<file path="src/rtl/adc_sched_pkg.sv">
package adc_sched_pkg;

   // Which source owns the conversion currently in the core
   typedef enum logic {
      SRC_SINGLE = 1'b0,
      SRC_SCAN   = 1'b1
   } conv_src_e;

endpackage

</file>
<file path="src/rtl/adc_lowbit_pick.sv">
// Finds the lowest set bit of a mask and returns the mask with that bit removed.
module adc_lowbit_pick #(
   parameter int N  = 8,
   parameter int CW = (N > 1) ? $clog2(N) : 1
) (
   input  logic [N-1:0]  mask,
   output logic [CW-1:0] idx,
   output logic          any,
   output logic [N-1:0]  rest
);

   always_comb begin
      idx = '0;
      for (int i = N - 1; i >= 0; i--) begin
         if (mask[i]) idx = CW'(i);
      end
   end

   assign any  = |mask;
   assign rest = mask & (mask - 1'b1);

endmodule

</file>
<file path="src/rtl/adc_result_slot.sv">
// One result register with data-valid and sticky overflow; optional tag.
module adc_result_slot #(
   parameter int DW      = 12,
   parameter int TW      = 3,
   parameter bit HAS_TAG = 1'b0
) (
   input  logic          clk,
   input  logic          rst_n,
   input  logic          wr,
   input  logic [DW-1:0] wr_data,
   input  logic [TW-1:0] wr_tag,
   input  logic          rd,
   output logic [DW-1:0] data,
   output logic [TW-1:0] tag,
   output logic          valid,
   output logic          ovf
);

   always_ff @(posedge clk or negedge rst_n) begin
      if (!rst_n) begin
         data  <= '0;
         valid <= 1'b0;
         ovf   <= 1'b0;
      end else begin
         if (wr) begin
            data  <= wr_data;
            valid <= 1'b1;
            if (valid && !rd) ovf <= 1'b1;
         end else if (rd) begin
            valid <= 1'b0;
         end
      end
   end

   generate
      if (HAS_TAG) begin : g_tag
         logic [TW-1:0] tag_q;
         always_ff @(posedge clk or negedge rst_n) begin
            if (!rst_n)  tag_q <= '0;
            else if (wr) tag_q <= wr_tag;
         end
         assign tag = tag_q;
      end else begin : g_no_tag
         logic unused_tag;
         assign unused_tag = ^wr_tag;
         assign tag        = '0;
      end
   endgenerate

endmodule

</file>
<file path="src/rtl/adc_conv_sched.sv">
module adc_conv_sched
   import adc_sched_pkg::*;
#(
   parameter int  N_INPUTS = 8,
   parameter int  RES_W    = 12,
   localparam int CW       = (N_INPUTS > 1) ? $clog2(N_INPUTS) : 1
) (
   input  logic                clk,
   input  logic                rst_n,
   input  logic                tailgate_en,
   input  logic                single_trig,
   input  logic [CW-1:0]       single_chan,
   input  logic                single_diff,
   input  logic                single_repeat,
   input  logic                single_rd,
   output logic [RES_W-1:0]    single_data,
   output logic                single_valid,
   output logic                single_ovf,
   input  logic                scan_trig,
   input  logic [N_INPUTS-1:0] scan_mask,
   input  logic                scan_diff,
   input  logic                scan_repeat,
   input  logic                scan_rd,
   output logic [RES_W-1:0]    scan_data,
   output logic [CW-1:0]       scan_chan,
   output logic                scan_valid,
   output logic                scan_ovf,
   output logic                core_start,
   output logic [CW-1:0]       core_chan,
   output logic                core_diff,
   input  logic                core_done,
   input  logic [RES_W-1:0]    core_result
);

   // Elaboration-time parameter checks
   generate
      if (N_INPUTS < 2) begin : g_bad_inputs
         $error("adc_conv_sched: N_INPUTS must be at least 2");
      end
      if (RES_W < 1) begin : g_bad_width
         $error("adc_conv_sched: RES_W must be at least 1");
      end
   endgenerate

   // Core ownership
   logic          busy_q;
   conv_src_e     owner_q;
   logic          start_q;
   logic [CW-1:0] chan_q;
   logic          diff_q;

   // Single source state
   logic sreq_q;      // request pending or active
   logic srel_q;      // tailgate release granted by a finished sweep

   // Scan source state
   logic                sact_q;     // sweep in progress
   logic                sbegun_q;   // sweep has issued at least one sample
   logic [N_INPUTS-1:0] left_q;     // inputs not yet issued in this sweep

   // Next scan input
   logic [CW-1:0]       pick_idx;
   logic                pick_any;
   logic [N_INPUTS-1:0] pick_rest;

   adc_lowbit_pick #(.N(N_INPUTS), .CW(CW)) u_pick (
      .mask (left_q),
      .idx  (pick_idx),
      .any  (pick_any),
      .rest (pick_rest)
   );

   // Arbitration
   logic scan_ready, single_ready, grant_single, grant_scan, grant_any;
   logic conv_done, single_fin, scan_fin, sweep_end, sreq_n;

   always_comb begin
      scan_ready   = sact_q & pick_any;
      single_ready = sreq_q & (~tailgate_en | srel_q);
      grant_single = ~busy_q & single_ready & (~scan_ready | sbegun_q | tailgate_en);
      grant_scan   = ~busy_q & scan_ready & ~grant_single;
      grant_any    = grant_single | grant_scan;
      conv_done    = busy_q & core_done;
      single_fin   = conv_done & (owner_q == SRC_SINGLE);
      scan_fin     = conv_done & (owner_q == SRC_SCAN);
      sweep_end    = scan_fin & ~pick_any;
      if (sreq_q) sreq_n = ~(single_fin & ~single_repeat);
      else        sreq_n = single_trig;
   end

   always_ff @(posedge clk or negedge rst_n) begin
      if (!rst_n) begin
         busy_q   <= 1'b0;
         owner_q  <= SRC_SINGLE;
         start_q  <= 1'b0;
         chan_q   <= '0;
         diff_q   <= 1'b0;
         sreq_q   <= 1'b0;
         srel_q   <= 1'b0;
         sact_q   <= 1'b0;
         sbegun_q <= 1'b0;
         left_q   <= '0;
      end else begin
         start_q <= grant_any;
         if (grant_single) begin
            chan_q  <= single_chan;
            diff_q  <= single_diff;
            owner_q <= SRC_SINGLE;
         end else if (grant_scan) begin
            chan_q  <= pick_idx;
            diff_q  <= scan_diff;
            owner_q <= SRC_SCAN;
         end

         if (grant_any)      busy_q <= 1'b1;
         else if (conv_done) busy_q <= 1'b0;

         sreq_q <= sreq_n;
         if (grant_single)             srel_q <= 1'b0;
         else if (sweep_end && sreq_n) srel_q <= 1'b1;

         if (sweep_end) begin
            if (scan_repeat && |scan_mask) begin
               left_q   <= scan_mask;
               sbegun_q <= 1'b0;
            end else begin
               sact_q <= 1'b0;
            end
         end else if (!sact_q && scan_trig && |scan_mask) begin
            sact_q   <= 1'b1;
            left_q   <= scan_mask;
            sbegun_q <= 1'b0;
         end else if (grant_scan) begin
            left_q   <= pick_rest;
            sbegun_q <= 1'b1;
         end
      end
   end

   assign core_start = start_q;
   assign core_chan  = chan_q;
   assign core_diff  = diff_q;

   // Result registers
   logic [CW-1:0] unused_single_tag;

   adc_result_slot #(.DW(RES_W), .TW(CW), .HAS_TAG(1'b0)) u_single_slot (
      .clk     (clk),
      .rst_n   (rst_n),
      .wr      (single_fin),
      .wr_data (core_result),
      .wr_tag  (chan_q),
      .rd      (single_rd),
      .data    (single_data),
      .tag     (unused_single_tag),
      .valid   (single_valid),
      .ovf     (single_ovf)
   );

   adc_result_slot #(.DW(RES_W), .TW(CW), .HAS_TAG(1'b1)) u_scan_slot (
      .clk     (clk),
      .rst_n   (rst_n),
      .wr      (scan_fin),
      .wr_data (core_result),
      .wr_tag  (chan_q),
      .rd      (scan_rd),
      .data    (scan_data),
      .tag     (scan_chan),
      .valid   (scan_valid),
      .ovf     (scan_ovf)
   );

endmodule

</file>
<file path="config.mk">
export PLATFORM = sky130hd
export DESIGN_NAME = adc_conv_sched
export DESIGN_NICKNAME = d
export VERILOG_FILES = /design/src/rtl/adc_sched_pkg.sv /design/src/rtl/adc_lowbit_pick.sv /design/src/rtl/adc_result_slot.sv /design/src/rtl/adc_conv_sched.sv
export SDC_FILE = /design/constraint.sdc
export NUM_CORES = 1
export LEC_CHECK = 0
export BUFFER_PORTS_ARGS = -buffer_cell sky130_fd_sc_hd__buf_2
export CAP_MARGIN = 40
export CORE_MARGIN = 4
export CORE_UTILIZATION = 52
export DETAILED_ROUTE_END_ITERATION = 8
export HOLD_SLACK_MARGIN = 0.03
export PLACE_DENSITY = 0.91
export SYNTH_ARGS = -nofsm -noshare
export SYNTH_HDL_FRONTEND = slang
export SYNTH_HIERARCHICAL = 1
export SYNTH_SLANG_ARGS = --single-unit
</file>
<file path="constraint.sdc">
create_clock -name clk -period 2.95 [get_ports clk]
set_clock_uncertainty 0.05 [all_clocks]
set_input_delay 0 -clock clk [delete_from_list [all_inputs] [get_ports clk]]
set_output_delay 0 -clock clk [all_outputs]
set_load 0.005 [all_outputs]
</file>
==> impl_metrics.yaml <==
clock_tree:
  cts_tree: "yes"
  cts.sinks: 50
  cts_htree_levels: 2
  clk_latency_ps: 310
  cts_made_buffers: 5
  path_clk_slew_ps: 90
  clockBufferDepth: 2
  cts.root.buffer_cell: "clkbuf_8"
detailed_routing:
  drc: 0
  wl_met1_um: 2420
  dr.first_iter.drc_count: 104
  vias: 2001
  dr.pass1.iters: 4
  dr_wl_met2_um: 3260
  via_per_inst: 5.64
  routed.top_layer: "met4"
  wl_um: 6070
  ant_nets: 0
  route.detailed.wl_per_inst_um: 17.1
  routed-wl-met3_um: 272
power_and_ir_drop:
  pwr_density_cell_nw_per_um2: 579
  p_int_mw: 1.37
  combPwrFrac_pct: 29.3
  leakage_nw: 1.54
  power.share.clock_pct: 22.4
  p_sw_mw: 0.556
  switching_share_pct: 28.9
  ir_drop_mv: 0.430
  report.power.total_mw: 1.93
  p_seq_share_pct: 48.3
sta:
  slew_headroom_pct: 53.1
  finalCritPeriodShare_pct: 95.9
  drv_slew: 0
  hold_violations: 0
  finalSetupViolCount: 0
  max_freq_mhz: 354
  hold_ws_ps: 45.0
  fin_crit_ps: 2830
  tightest_slew_ps: 704
  fin_tns_setup_ps: 0
global_routing:
  track_usage_pct: 22.3
  grt_pass1_wl_um: 10400
  first_global_vias: 2109
  antenna_found_initial: 0
  overflow: 0
  grt_max_degree: 28
placed_design:
  gp_congestion: 0.795
  dp_hpwl_um: 4060
  placed_cell_area_um2: 2860
  port_buffers: 70
worst_setup_path:
  crit_fanout: 8
  cp_num_buf_inv: 1
  cp-end-kind: "register"
  worst_setup_path_start_kind: "register"
  crit_family: "simple AND/OR/NAND/NOR gates"
  arrival_ps: 2980
  r2r_slack_ps: 120
  path_class: "reg -> reg"
  required_ps: 3100
  crit_chain: "or4_4 -> or3_1 -> or3_4 -> nand4b_1 -> mux2i_2 -> o21ai_2 -> buf_4 -> o32a_1"
  critical_path.max_stage_delay_ps: 550
  cp_slowest_cell: "or4_4"
floorplan:
  dieArea_um2: 5840
  rows: 24
  die_h_um: 76.4
  start_util_pct: 54.8
  die_w_um: 76.4
  io_pins: 71
  coreArea_um2: 4440
final_layout:
  drive_gt1_share_pct: 43.2
  finalNetCount: 337
  fin_util_pct: 74.8
  seq_area_um2: 1250
  num-fill-cells: 274
  stdcell_area_um2: 3320
  diodes: 0
  multi_input_area_um2: 1090
  area_growth_pct: 36.4
synthesis:
  yosysWarnings: 6
  synthesis.area_um2: 2440
  syn_inst: 188
  syn-num-nets: 223
  postSynthAreaPerCell_um2: 13.0
hold_path:
  hold_class: "in -> reg"
run_status:
  status: "finished clean"
job:
  drv_cap: 0
==> flip-flops by register name, summed over array words and instances, names as in the netlist <==
register	cells
u_scan_slot/ovf	1
u_single_slot/valid	1
core_chan	3
sact_q	1
core_diff	1
u_scan_slot/valid	1
u_single_slot/data	12
sreq_q	1
sbegun_q	1
u_single_slot/ovf	1
srel_q	1
u_scan_slot/data	12
busy_q	1
owner_q	1
u_scan_slot/tag	3
left_q	8
core_start	1
==> layout by cell type, fill, tap and decap left out, types with 2 or more instances in the layout <==
| cell type | instances |
|---|---|
| a21oi_1 | 6 |
| clkinv_4 | 2 |
| o211a_1 | 8 |
| a31o_2 | 2 |
| nand2_1 | 8 |
| and2_1 | 2 |
| mux2_4 | 16 |
| dfrtp_1 | 50 |
| a21o_2 | 2 |
| dlygate4sd3_1 | 33 |
| inv_1 | 6 |
| buf_2 | 70 |
| o21a_1 | 12 |
| or4_4 | 2 |
| o21ai_0 | 5 |
| mux2i_1 | 5 |
| mux2_2 | 11 |
| clkbuf_8 | 6 |
| o32a_1 | 8 |
| o21ai_2 | 2 |
| buf_4 | 11 |
| nor2_1 | 10 |
| nor2b_1 | 2 |
==> metrics by stage <==
step	setup slack, ps	cells
floorplan	256	188
global placement	96.4	310
CTS	92.3	352
detailed placement	25.8	311
global route	-3.75	355
finish	122	355
==> layout make-up <==
class | count | area share (%)
Tap cell | 52 | 1.96
Timing Repair Buffer | 115 | 23.8
Multi-Input combinational cell | 124 | 32.9
Sequential cell | 50 | 37.7
Clock buffer | 6 | 2.48
Inverter | 6 | 0.678
Clock inverter | 2 | 0.527
==> metal layers <==
layer | global-route usage [%] | vias up
met1 | 26.4 | 1001
met4 | 7.79 | 0
met2 | 40.4 | 61
li1 | - | 929
met3 | 3.78 | 10
met5 | 0 | -
==> final timing paths <==
check / start / to / depth (start not counted)
min in group asynchronous: rst_n / u_single_slot/data[8] / 2
max in group asynchronous: rst_n / srel_q / 3
worst max-delay path: left_q[3] / left_q[1] / 8
worst max register to register: left_q[3] / left_q[1] / 8
worst min register to register: u_single_slot/ovf / u_single_slot/ovf / 1
worst min-delay path: tailgate_en / core_start / 3
==> power groups by stage <==
stage	sequential, mW	clock (mW)	combinational (mW)
floorplan	0.952	0	0.260
global placement	0.927	0	0.499
detailed placement	0.938	0	0.522
CTS	0.926	0.433	0.560
global route	0.952	0.469	0.611
finish	0.930	0.431	0.565
==> worst min-delay path: cells and delay by family <==
family | cells | cell delay, ps
AOI/OAI and AO/OA | 2 | 220
buffers and inverters | 1 | 150
==> repair_timing <==
action / 4_1_cts / 5_1_grt
setup endpoints to repair: 8 / 12
buffers inserted: 0 / 3
hold buffers: 33 / 0
pin swaps: 0 / 1
hold endpoints to repair: 70 / 0
gates resized for setup: 1 / 2
(Power assumes the default switching activity.)
